### src/rtl/tbf_pkg.sv
package tbf_pkg;
    typedef enum logic [2:0] {
        ST_IDLE,
        ST_PRE,
        ST_SOFL,
        ST_SOFH,
        ST_CHAR,
        ST_WAIT,
        ST_EOFL,
        ST_EOFH
    } tbf_state_e;
endpackage

### src/rtl/tbf_slot.sv
module tbf_slot #(
    parameter int LEN_W = 8
) (
    input  logic             clk,
    input  logic             rst_n,
    input  logic             accept_i,
    input  logic [LEN_W-1:0] len_i,
    input  logic             take_i,
    input  logic             byte_valid_i,
    input  logic [7:0]       byte_data_i,
    output logic             byte_ready_o,
    output logic             full_o,
    output logic [7:0]       data_o
);
    typedef struct packed {
        logic             full;
        logic [7:0]       data;
        logic [LEN_W-1:0] pend;
    } slot_s;

    slot_s slot_d, slot_q;

    assign byte_ready_o = !slot_q.full && (slot_q.pend != '0);
    assign full_o       = slot_q.full;
    assign data_o       = slot_q.data;

    always_comb begin
        slot_d = slot_q;
        if (accept_i) begin
            slot_d.pend = len_i;
        end
        if (take_i) begin
            slot_d.full = 1'b0;
        end
        if (byte_ready_o && byte_valid_i) begin
            slot_d.full = 1'b1;
            slot_d.data = byte_data_i;
            slot_d.pend = slot_q.pend - 1'b1;
        end
    end

    always_ff @(posedge clk or negedge rst_n) begin
        if (!rst_n) slot_q <= '0;
        else        slot_q <= slot_d;
    end

    // the sequencer only takes a byte that is held
    p_take_full_r6: assert property (@(posedge clk) disable iff (!rst_n)
        take_i |-> slot_q.full);
    // a held byte is not overwritten before it is taken
    p_data_held_r11: assert property (@(posedge clk) disable iff (!rst_n)
        (slot_q.full && !take_i) |=> $stable(slot_q.data));
endmodule

### src/rtl/tbf_seq.sv
module tbf_seq
    import tbf_pkg::*;
#(
    parameter int SPB       = 4,
    parameter int PRE_BITS  = 20,
    parameter int MARK_LOW  = 10,
    parameter int MARK_HIGH = 2,
    parameter int LEN_W     = 8
) (
    input  logic             clk,
    input  logic             rst_n,
    input  logic             smp_en,
    input  logic             start_i,
    input  logic [LEN_W-1:0] len_i,
    input  logic             hold_full_i,
    input  logic [7:0]       hold_data_i,
    output logic             take_o,
    output logic             busy_o,
    output logic             tx_o
);
    localparam int CHAR_BITS = 10;
    localparam int SW   = (SPB > 1) ? $clog2(SPB) : 1;
    localparam int MAXC = (PRE_BITS > MARK_LOW) ?
                          ((PRE_BITS > CHAR_BITS) ? PRE_BITS : CHAR_BITS) :
                          ((MARK_LOW > CHAR_BITS) ? MARK_LOW : CHAR_BITS);
    localparam int CW   = $clog2(MAXC + 1);

    typedef struct packed {
        tbf_state_e           state;
        logic [SW-1:0]        smp;
        logic [CW-1:0]        bitc;
        logic [CHAR_BITS-1:0] shreg;
        logic [LEN_W-1:0]     left;
    } seq_s;

    seq_s seq_d, seq_q;
    logic bit_end;
    logic go_next;

    assign bit_end = smp_en && (seq_q.smp == SW'(SPB - 1));

    always_comb begin
        seq_d   = seq_q;
        take_o  = 1'b0;
        go_next = 1'b0;
        if (seq_q.state != ST_IDLE && seq_q.state != ST_WAIT && smp_en) begin
            seq_d.smp = bit_end ? '0 : seq_q.smp + 1'b1;
        end
        case (seq_q.state)
            ST_IDLE: begin
                if (start_i) begin
                    seq_d.state = ST_PRE;
                    seq_d.smp   = '0;
                    seq_d.bitc  = '0;
                    seq_d.left  = len_i;
                end
            end
            ST_PRE: begin
                if (bit_end) begin
                    if (seq_q.bitc == CW'(PRE_BITS - 1)) begin
                        seq_d.state = ST_SOFL;
                        seq_d.bitc  = '0;
                    end else begin
                        seq_d.bitc = seq_q.bitc + 1'b1;
                    end
                end
            end
            ST_SOFL: begin
                if (bit_end) begin
                    if (seq_q.bitc == CW'(MARK_LOW - 1)) begin
                        seq_d.state = ST_SOFH;
                        seq_d.bitc  = '0;
                    end else begin
                        seq_d.bitc = seq_q.bitc + 1'b1;
                    end
                end
            end
            ST_SOFH: begin
                if (bit_end) begin
                    if (seq_q.bitc == CW'(MARK_HIGH - 1)) go_next = 1'b1;
                    else seq_d.bitc = seq_q.bitc + 1'b1;
                end
            end
            ST_CHAR: begin
                if (bit_end) begin
                    if (seq_q.bitc == CW'(CHAR_BITS - 1)) begin
                        go_next = 1'b1;
                    end else begin
                        seq_d.bitc  = seq_q.bitc + 1'b1;
                        seq_d.shreg = seq_q.shreg >> 1;
                    end
                end
            end
            ST_WAIT: begin
                if (smp_en && hold_full_i) begin
                    seq_d.state = ST_CHAR;
                    seq_d.smp   = '0;
                    seq_d.bitc  = '0;
                    seq_d.shreg = {1'b1, hold_data_i, 1'b0};
                    seq_d.left  = seq_q.left - 1'b1;
                    take_o      = 1'b1;
                end
            end
            ST_EOFL: begin
                if (bit_end) begin
                    if (seq_q.bitc == CW'(MARK_LOW - 1)) begin
                        seq_d.state = ST_EOFH;
                        seq_d.bitc  = '0;
                    end else begin
                        seq_d.bitc = seq_q.bitc + 1'b1;
                    end
                end
            end
            ST_EOFH: begin
                if (bit_end) begin
                    if (seq_q.bitc == CW'(MARK_HIGH - 1)) begin
                        seq_d.state = ST_IDLE;
                        seq_d.bitc  = '0;
                    end else begin
                        seq_d.bitc = seq_q.bitc + 1'b1;
                    end
                end
            end
            default: seq_d.state = ST_IDLE;
        endcase
        if (go_next) begin
            seq_d.bitc = '0;
            if (seq_q.left == '0) begin
                seq_d.state = ST_EOFL;
            end else if (hold_full_i) begin
                seq_d.state = ST_CHAR;
                seq_d.shreg = {1'b1, hold_data_i, 1'b0};
                seq_d.left  = seq_q.left - 1'b1;
                take_o      = 1'b1;
            end else begin
                seq_d.state = ST_WAIT;
            end
        end
    end

    always_ff @(posedge clk or negedge rst_n) begin
        if (!rst_n) seq_q <= '0;
        else        seq_q <= seq_d;
    end

    always_comb begin
        case (seq_q.state)
            ST_SOFL, ST_EOFL: tx_o = 1'b0;
            ST_CHAR:          tx_o = seq_q.shreg[0];
            default:          tx_o = 1'b1;
        endcase
    end
    assign busy_o = (seq_q.state != ST_IDLE);

    // a start pulse mid-frame leaves the character count alone
    p_start_ignored_r2: assert property (@(posedge clk) disable iff (!rst_n)
        (busy_o && start_i && !take_o) |=> (seq_q.left == $past(seq_q.left)));
    // no sample advance without the enable
    p_hold_sample_r12: assert property (@(posedge clk) disable iff (!rst_n)
        (busy_o && !smp_en) |=> $stable(tx_o));
    // the frame ends only from the high part of the end mark
    p_end_from_eof_r8: assert property (@(posedge clk) disable iff (!rst_n)
        $fell(busy_o) |-> ($past(seq_q.state) == ST_EOFH));
    // a character is loaded only from a full slot
    p_take_needs_byte_r7: assert property (@(posedge clk) disable iff (!rst_n)
        take_o |-> hold_full_i);
endmodule

### src/rtl/tbf_framer.sv
module tbf_framer #(
    parameter int SPB       = 4,
    parameter int PRE_BITS  = 20,
    parameter int MARK_LOW  = 10,
    parameter int MARK_HIGH = 2,
    parameter int LEN_W     = 8
) (
    input  logic             clk,
    input  logic             rst_n,
    input  logic             smp_en,
    input  logic             start_i,
    input  logic [LEN_W-1:0] len_i,
    input  logic             byte_valid_i,
    input  logic [7:0]       byte_data_i,
    output logic             byte_ready_o,
    output logic             busy_o,
    output logic             tx_o
);
    logic       accept;
    logic       take;
    logic       hold_full;
    logic [7:0] hold_data;

    assign accept = start_i && !busy_o;

    tbf_slot #(.LEN_W(LEN_W)) u_slot (
        .clk          (clk),
        .rst_n        (rst_n),
        .accept_i     (accept),
        .len_i        (len_i),
        .take_i       (take),
        .byte_valid_i (byte_valid_i),
        .byte_data_i  (byte_data_i),
        .byte_ready_o (byte_ready_o),
        .full_o       (hold_full),
        .data_o       (hold_data)
    );

    tbf_seq #(
        .SPB       (SPB),
        .PRE_BITS  (PRE_BITS),
        .MARK_LOW  (MARK_LOW),
        .MARK_HIGH (MARK_HIGH),
        .LEN_W     (LEN_W)
    ) u_seq (
        .clk         (clk),
        .rst_n       (rst_n),
        .smp_en      (smp_en),
        .start_i     (start_i),
        .len_i       (len_i),
        .hold_full_i (hold_full),
        .hold_data_i (hold_data),
        .take_o      (take),
        .busy_o      (busy_o),
        .tx_o        (tx_o)
    );

    // bytes are requested only inside a frame
    p_ready_in_frame_r11: assert property (@(posedge clk) disable iff (!rst_n)
        byte_ready_o |-> busy_o);
    // an accepted start raises busy on the next clock
    p_busy_after_start_r10: assert property (@(posedge clk) disable iff (!rst_n)
        accept |=> busy_o);
endmodule

### config.mk
export PLATFORM = sky130hd
export DESIGN_NAME = tbf_framer
export DESIGN_NICKNAME = d
export VERILOG_FILES = /design/src/rtl/tbf_pkg.sv /design/src/rtl/tbf_slot.sv /design/src/rtl/tbf_seq.sv /design/src/rtl/tbf_framer.sv
export SDC_FILE = /design/constraint.sdc
export NUM_CORES = 1
export LEC_CHECK = 0
export ABC_AREA = 1
export BUFFER_PORTS_ARGS = -buffer_cell sky130_fd_sc_hd__clkbuf_2
export CORE_MARGIN = 1.5
export CORE_UTILIZATION = 56
export CTS_BUF_LIST = sky130_fd_sc_hd__clkbuf_8
export CTS_CLUSTER_SIZE = 12
export DETAILED_ROUTE_END_ITERATION = 10
export GPL_TIMING_DRIVEN = 0
export MAX_ROUTING_LAYER = met4
export PLACE_DENSITY = 0.79
export SYNTH_ARGS = -nofsm -noshare
export SYNTH_HDL_FRONTEND = slang
export SYNTH_SLANG_ARGS = --single-unit
### constraint.sdc
create_clock -name clk -period 1.6 [get_ports clk]
set_input_delay 0.32 -clock clk [delete_from_list [all_inputs] [get_ports clk]]
set_output_delay 0.32 -clock clk [all_outputs]
set_load 0.01 [all_outputs]
==> flow_summary.ini, run 1 <==
[grt]
grt_pass1_vias = 2516
overflow = 0
grt_max_degree = 46
grt_pass1_wl_um = 11100
antenna_found_initial = 0
track_usage_pct = 27.3

[cts]
insertion_delay_ns = 0.31
cts_hold_buf = 0
cts_buffer_depth = 2
clkTransAtPathRegs_ns = 0.10
clockRootBuffer = clkbuf_8
numCtsBuffers = 5
cts_tree = yes
htreeDepth = 2
clock-sinks = 45

[logic_synthesis]
netlist_top_cells_count = 154 x nand2_1, 45 x dfrtp_1, 45 x inv_1
yosysSeqAreaShare_pct = 40.0
yosysWarningCount = 0
synth_edf_count = 0
ys_ff_latch = 45
syn-num-nets = 422
avgSynthCellArea_um2 = 7.14
synth_top_cells_by_area = dfrtp_1 40%, nand2_1 21%, inv_1 6.0%
synth_most_common_cell = nand2_1
yosys.area.top_type = dfrtp_1
synth_ff_type = dfrtp_1
netlist_area_um2 = 2810
synthCells = 394
synth_top_area_share_pct = 40.0
yosysUniqueCellTypes = 34
async_reset_ff_share_pct = 100

[placement]
gp_congestion = 0.933
dpl.cell_count = 484
port_buffers = 23
hpwlAfterDp_um = 4310

[finish]
finalNonFillerCells = 520
final_nets = 480
syn2layout_area_growth_pct = 28.2
n_antenna_cell = 0
drive_gt1_share_pct = 33.6
final_core_util_pct = 75.4

[floorplan]
die_width_um = 73.9
rows = 25
die_area_um2 = 5460
ios = 24
start_util_pct = 58.8
coreArea_um2 = 4790
die_y_um = 73.9

[power_and_ir_drop]
vdd_drop_max_uv = 1170
p_leak_nw = 1.90
powerDensity_nw_per_um2 = 1460

[sta]
hold_ws_ns = 0.197
worst_pin_slew_ns = 1.13
fin_crit_ns = 1.71
period_share_pct = 107
fmax_ghz = 0.586
fin_tns_setup_ns = -1.60
setup-violations-final = 25
rsz0062_at_grt = yes
fin_ws_ns = -0.107
drv_slew = 0
slew_headroom_pct = 24.6
hold_viol_final = 0
clock-skew-final_ns = 0.0141

[critical_path]
cp_slowest_cell = dfrtp_1
required_ns = 1.28
cp_max_fo = 2
r2r-end = u_seq.seq_q[3]
rr_startpoint = u_seq.seq_q[19]
critPathMaxStageDelay_ns = 0.42
path_class = flip-flop to primary output
path_depth = 6
critical_path_buf_inv_count = 2
path_cells = inv_2, nand2_2, nor2_2, nand4_1, and2_1, clkbuf_2
worst-r2r-cell-count = 13
arrival_ns = 1.39
startpoint_type = flip-flop
rrSetupSlack_ns = -0.08
critPathTopFamily = simple AND/OR/NAND/NOR gates
end_kind = primary output

[detailed_routing]
drc_errors = 0
drtIter0Drc = 237
dr_total_vias = 2777
antenna_left = 0
routed_via_density = 5.34
first_pass_iters = 5
wire_per_inst_um = 13.7
routed_wl_um = 7150

[worst_hold_path]
hold_path.class = primary input to async pin

[status]
outcome = finished, violations left
violations = negative setup slack

[job]
cap_viol_max_count = 0
==> routing by layer <==
layer | vias to the layer above | share of wire, % | global-route usage (%)
li1 | 1362 | - | -
met5 | - | 0 | -
met1 | 1303 | 43 | 33.9
met2 | 96 | 50 | 44.8
met4 | 0 | 2.4 | 10.1
met3 | 16 | 4.5 | 4.53
==> through the flow <==
step                setup WS (ns)  total power, mW  area, um^2
detailed placement         -0.279             3.65        3020
finish                     -0.107             5.28        3610
global route               -0.217             5.68        3610
floorplan                 -0.0217             3.20        2830
CTS                        -0.121             4.82        3380
global placement           -0.266             3.59        3020
==> worst reg2reg max path: stages (launching register included) <==
cell and delay [ns]:
dfrtp_1 0.38, inv_1 0.06, ha_2 0.16, inv_2 0.04, nor2_4 0.14, nand2_4 0.09, nand2_4 0.10, nand2_4 0.06
nor2_4 0.13, nand3b_4 0.11, nand2_4 0.10, buf_12 0.13, nand2_2 0.04, o21ai_1 0.07
==> how the worst max path moves through the flow <==
stage                      from         endpoint  slack (ns)
6_report       u_slot.slot_q[4]     byte_ready_o       -0.11
3_5_place_dp    u_seq.seq_q[19]  u_seq.seq_q[14]       -0.28
4_1_cts        u_slot.slot_q[2]     byte_ready_o       -0.12
2_1_floorplan   u_seq.seq_q[19]  u_seq.seq_q[11]       -0.02
3_3_place_gp    u_seq.seq_q[19]  u_seq.seq_q[13]       -0.27
5_1_grt         u_seq.seq_q[19]   u_seq.seq_q[3]       -0.22
==> area by class of cell <==
type / count / area, um^2
multi-input combinational: 296 / 1700
fill: 334 / 1180
sequential: 45 / 1130
timing repair buffer: 51 / 347
inverter: 47 / 186
tap: 67 / 83.8
clock buffer: 5 / 68.8
buffer: 6 / 63.8
clock inverter: 3 / 25.0
==> power by group <==
part	internal (mW)	switching [mW]
combinational	1.13	1.70
sequential	1.43	0.257
clock	0.316	0.448
==> what timing repair did <==
item | 4_1_cts | 5_1_grt
endpoints found under the setup margin | 42 | 47
pin swaps | 8 | 16
resized for setup | 45 | 60
gates cloned | 0 | 1
setup buffers | 20 | 7
==> cell families after synthesis <==
family / after synthesis / share of synthesized area, %
buffers and inverters: 53 / 7.96
and+or+nand+nor: 231 / 35.9
DFF: 45 / 40.0
xor gates and xnor gates: 13 / 4.05
adders and majority gates: 7 / 3.11
AOI/OAI and AO/OA: 45 / 8.94
==> cell usage in the layout (no fill, tap or decap), drive strengths merged, types with 3 or more instances in the layout <==
cell type,Yosys,final
nand2,161,161
inv,47,48
dfrtp,45,45
buf,5,34
clkbuf,1,28
nand3,28,28
nor2,28,28
o21ai,28,28
xor2,13,13
a21oi,9,9
nand4,7,7
ha,7,7
a22oi,5,5
nor3,3,3
==> sequential cells by signal, indices dropped and copies added (netlist names) <==
| register | count |
|---|---|
| u_slot.full_o | 1 |
| u_slot.data_o | 8 |
| u_seq.seq_q | 28 |
| u_slot.slot_q | 8 |
(Power assumes the default switching activity.)
==> inputs of run 2 (changes only) <==
--- a/config.mk
+++ b/config.mk
@@ -12,7 +12,6 @@
 export CTS_BUF_LIST = sky130_fd_sc_hd__clkbuf_8
 export CTS_CLUSTER_SIZE = 12
 export DETAILED_ROUTE_END_ITERATION = 10
-export GPL_TIMING_DRIVEN = 0
 export MAX_ROUTING_LAYER = met4
 export PLACE_DENSITY = 0.79
 export SYNTH_ARGS = -nofsm -noshare
==> flow_summary.ini, run 2 (synthesized netlist as in run 1, its figures left out) <==
[sta]
fmax_ghz = 0.575
drv_slew = 0
hold_ws_ns = 0.190
hold_viol_final = 0
rsz0062_at_grt = yes
fin_ws_ns = -0.139
setup-violations-final = 26
period_share_pct = 109
clock-skew-final_ns = 0.0114
slew_headroom_pct = 78.9
worst_pin_slew_ns = 0.315
fin_crit_ns = 1.74

[floorplan]
coreArea_um2 = 4790
die_y_um = 73.9
die_width_um = 73.9
ios = 24
die_area_um2 = 5460
rows = 25
start_util_pct = 58.8

[critical_path]
required_ns = 1.87
rr_startpoint = u_seq.seq_q[25]
arrival_ns = 2.01
startpoint_type = flip-flop
end_kind = flip-flop
cp_max_fo = 5
path_class = flip-flop to flip-flop
crit_start = u_seq.seq_q[25]

[power_and_ir_drop]
powerDensity_nw_per_um2 = 1440
comb_power_share_pct = 54.8
p_clk_share_pct = 14.1
power_frac_seq_pct = 31.1
netSwitchingFraction_pct = 45.6
internal_power_mw = 2.98
vdd_drop_max_uv = 880
p_leak_nw = 2.04
switchingPower_mw = 2.49

[finish]
final_common_cell = nand2_1
syn2layout_area_growth_pct = 34.9
design_area_um2 = 3790
drive_gt1_share_pct = 36.0
n_antenna_cell = 0
largest_reg_flops = 28
final_cell_mix = 128 x nand2_1, 45 x buf_4, 42 x dfrtp_1, 33 x inv_1, 26 x nand2_2
regMostFlops = u_seq.seq_q
final_nets = 502
final_core_util_pct = 79.3
finalNonFillerCells = 542

[detailed_routing]
first_pass_iters = 5
antenna_left = 0
drc_errors = 0
drtIter0Drc = 244
dr_total_vias = 2998
routed_wl_um = 8140
routed_via_density = 5.53
wire_per_inst_um = 15.0

[job]
cap_viol_max_count = 0

[worst_hold_path]
hold_path.class = primary input to flip-flop
min-delay-start = byte_data_i[4]

[cts]
clock-sinks = 45
cts_buffer_depth = 2
numCtsBuffers = 5
cts_tree = yes
insertion_delay_ns = 0.32
clkTransAtPathRegs_ns = 0.10
htreeDepth = 2
clockRootBuffer = clkbuf_8

[grt]
track_usage_pct = 30.1
grt_max_degree = 46
grt_pass1_wl_um = 12200
antenna_found_initial = 0
grt_pass1_vias = 2739
overflow = 0

[placement]
dpl_worst_slack_ns = -0.0692
hpwlAfterDp_um = 4940
gp_congestion = 0.908
port_buffers = 23
dpl.cell_count = 511
placed_cell_area_um2 = 3240

[status]
outcome = finished, violations left
violations = negative setup slack
## run 2: cell type report
cell class                      count  area, um^2
Clock buffer                        5        68.8
Tap cell                           67        83.8
Multi-Input combinational cell    298        1740
Sequential cell                    45        1130
Fill cell                         321         991
Clock inverter                      3        25.0
Inverter                           47         181
Timing Repair Buffer               77         562
## run 2: power by group through the flow
| stage | combinational (mW) | sequential, mW | clock, mW |
|---|---|---|---|
| after floorplan | 1.57 | 1.63 | 0 |
| after global placement | 2.16 | 1.67 | 0 |
| after detailed placement | 2.23 | 1.67 | 0 |
| after CTS | 2.45 | 1.67 | 0.765 |
| after global routing | 3.31 | 1.73 | 0.834 |
| final | 3.00 | 1.70 | 0.773 |
## run 2: what timing repair did
action / in CTS / in global routing
gates cloned: 2 / 0
gates resized for setup: 43 / 56
pin swaps: 12 / 16
setup endpoints to repair: 27 / 47
hold buffers: 1 / 0
hold endpoints to repair: 42 / 0
setup buffers: 9 / 12
## run 2: through the flow
step,power [mW],setup TNS (ns)
after floorplan,3.20,-0.179
after global placement,3.84,-0.0119
after detailed placement,3.90,-0.701
after CTS,4.88,-0.891
after global routing,5.87,-4.74
final,5.47,-2.40
## run 2: worst paths after layout
path                       depth (start not counted)               end  slack, ns
setup / recovery                                  11    u_seq.seq_q[9]      -0.14
hold / removal                                     3  u_slot.data_o[4]       0.19
setup reg to reg                                  11    u_seq.seq_q[9]      -0.14
hold reg to reg                                    2   u_seq.seq_q[10]       0.50
max in group asynchronous                          3   u_seq.seq_q[19]       0.87
min in group asynchronous                          3   u_seq.seq_q[25]       0.50
## run 2: routing by layer
metal / GRT usage (%) / routed length (um) / vias up
met1: 35.7 / 3270 / 1417
li1: - / - / 1410
met2: 51.6 / 4100 / 142
met3: 5.49 / 510 / 29
met5: - / 0 / -
met4: 9.67 / 261 / 0
## run 2: worst max-delay path, cell delays in order (launching register included)
cell	delay, ns
dfrtp_2	0.46
buf_4	0.15
nand2_1	0.05
nor2_1	0.14
inv_1	0.06
nand2_1	0.13
nand2_4	0.07
nor2_4	0.14
nand3b_4	0.20
nand2_4	0.14
nand2_1	0.08
nand2_1	0.08
==> inputs of run 3 (changes only) <==
--- a/config.mk
+++ b/config.mk
@@ -5,7 +5,6 @@
 export SDC_FILE = /design/constraint.sdc
 export NUM_CORES = 1
 export LEC_CHECK = 0
-export ABC_AREA = 1
 export BUFFER_PORTS_ARGS = -buffer_cell sky130_fd_sc_hd__clkbuf_2
 export CORE_MARGIN = 1.5
 export CORE_UTILIZATION = 56
==> flow_summary.ini, run 3 <==
[logic_synthesis]
synth_top_cells_by_area = dfrtp_1 41%, mux2_2 3.7%, o21ai_0 3.6%
async_reset_ff_share_pct = 100
yosysWarningCount = 0
yosysSeqAreaShare_pct = 41.0
yosysUniqueCellTypes = 66
ys_ff_latch = 45
avgSynthCellArea_um2 = 9.53
synthCells = 288
netlist_area_um2 = 2750
netlist_top_cells_count = 45 x dfrtp_1, 24 x nand2_1, 21 x inv_1, 21 x nor2_1, 20 x o21ai_0
syn-num-nets = 316
synth_top_area_share_pct = 41.0
synth_most_common_cell = dfrtp_1
synth_edf_count = 0
synth_ff_type = dfrtp_1
yosys.area.top_type = dfrtp_1

[floorplan]
coreArea_um2 = 4720
start_util_pct = 58.1
ios = 24
die_y_um = 73.0
die_area_um2 = 5330
rows = 25
die_width_um = 73.0

[detailed_routing]
routed_via_density = 7.73
drtIter0Drc = 884
antenna_left = 0
drc_errors = 13
first_pass_iters = 11
dr_total_vias = 3770
dr_wl_met2_um = 6320
wire_per_inst_um = 30.5
wl_met1_um = 4520
top_layer_used = met4
route.met3.wl_um = 2190
routed_wl_um = 14900

[finish]
design_area_um2 = 4480
finalNonFillerCells = 488
fillerInstances = 117
regMostFlops = u_seq.seq_q
final_nets = 447
final_common_cell = buf_4
regArea_um2 = 1130
final_core_util_pct = 94.9
drive_gt1_share_pct = 53.3
multi_input_area_um2 = 1910
syn2layout_area_growth_pct = 63.3
largest_reg_flops = 28
final_cell_mix = 76 x buf_4, 45 x dfrtp_1, 31 x buf_6, 21 x nand2_1, 21 x clkbuf_2

[critical_path]
critPathMaxStageDelay_ns = 0.53
endpoint = u_seq.seq_q[15]
r2r-end = u_seq.seq_q[15]
worst-r2r-cell-count = 9
path_depth = 9
critPathTopFamily = compound AO/OA/AOI/OAI gates
crit_start = u_seq.seq_q[25]
startpoint_type = flip-flop
end_kind = flip-flop
rr_startpoint = u_seq.seq_q[25]
rrSetupSlack_ns = -0.94
critical_path_buf_inv_count = 5
required_ns = 1.77
cp_max_fo = 9
cpMostUsedCell = buf_4
path_class = flip-flop to flip-flop
path_cells = buf_4, buf_12, buf_4, nand2b_1, o21ai_0, buf_4, a32oi_4, a222oi_1, inv_1
arrival_ns = 2.71
cp_slowest_cell = a222oi_1

[sta]
hold_viol_final = 0
worst_pin_slew_ns = 0.574
rsz0062_at_grt = yes
period_share_pct = 159
setup-violations-final = 48
fin_tns_setup_ns = -22.84
fmax_ghz = 0.394
drv_slew = 0
fin_ws_ns = -0.937
fin_crit_ns = 2.54
hold_ws_ns = 0.240
slew_headroom_pct = 61.6
clock-skew-final_ns = 0.0129

[grt]
grt_pass1_wl_um = 16400
antenna_found_initial = 1
grt_pass1_vias = 3101
overflow = 0
grt_max_degree = 46
track_usage_pct = 42.2

[placement]
dpl_worst_slack_ns = -0.415
port_buffers = 23
dpl.cell_count = 437
gp_congestion = 0.899
hpwlAfterDp_um = 5060
placed_cell_area_um2 = 3500

[worst_hold_path]
hold_path.class = primary input to flip-flop
whs_path_depth = 2

[cts]
htreeDepth = 2
clockRootBuffer = clkbuf_8
numCtsBuffers = 5
clock-sinks = 45
clkTransAtPathRegs_ns = 0.11
insertion_delay_ns = 0.32
cts_tree = yes
cts_buffer_depth = 2

[status]
violations = design-rule violations, negative setup slack
outcome = finished, violations left

[power_and_ir_drop]
vdd_drop_max_uv = 1240
powerDensity_nw_per_um2 = 1430
p_leak_nw = 2.09
p_total_mw = 6.41

[job]
cap_viol_max_count = 0
[run 3: timing repair]
action                                  in CTS  in global routing
setup buffers                               23                 18
gates resized for setup                     71                 65
pin swaps                                   27                 30
cloned                                       3                  0
hold endpoints to repair                    45                  0
endpoints found under the setup margin      48                 48
hold buffers                                 1                  0
[run 3: kinds of logic (layout without fill, tap and decap cells)]
kind of cell	Yosys count	count (layout)	share of synthesized area, %
AOI/OAI and AO/OA	92	94	25.8
xor gates and xnor gates	2	2	0.638
and+or+nand+nor	96	96	19.2
other	0	1	0
DFF	45	45	41.0
buffers and inverters	36	166	6.06
muxes	10	10	4.06
adders and majority gates	7	7	3.19
[run 3: worst min path at each step]
stage	startpoint	endpoint	slack [ns]
after floorplan	rst_n	u_seq.seq_q[0]	0.02
after global placement	rst_n	u_seq.seq_q[3]	0.32
after detailed placement	rst_n	u_seq.seq_q[4]	0.32
after CTS	byte_data_i[5]	u_slot.data_o[5]	0.23
after global routing	byte_data_i[1]	u_slot.data_o[1]	0.22
final	byte_data_i[1]	u_slot.data_o[1]	0.24
[run 3: final cells by class]
type	count	share of cell area [%]
Clock inverter	3	0.642
Antenna cell	1	0.0558
Multi-Input combinational cell	209	42.5
Sequential cell	45	25.1
Inverter	21	1.87
Timing Repair Buffer	137	26.4
Clock buffer	5	1.54
Tap cell	67	1.87
[run 3: power by group]
group / internal [mW] / switching [mW] / total, mW
Combinational: 1.82 / 1.97 / 3.79
Sequential: 1.46 / 0.344 / 1.80
Clock: 0.331 / 0.487 / 0.818
[run 3: metal layers]
metal	global-route usage, %	up-vias
li1	-	1351
met1	52.8	1669
met2	67.6	504
met3	6.22	246
met4	19.5	0
met5	-	-
[run 3: worst register-to-register path: cells and delay by family (launching register included)]
family	cells	cell delay (ns)
AOI/OAI and AO/OA	3	1.02
buffers and inverters	5	0.82
DFF	1	0.41
and+or+nand+nor	1	0.15
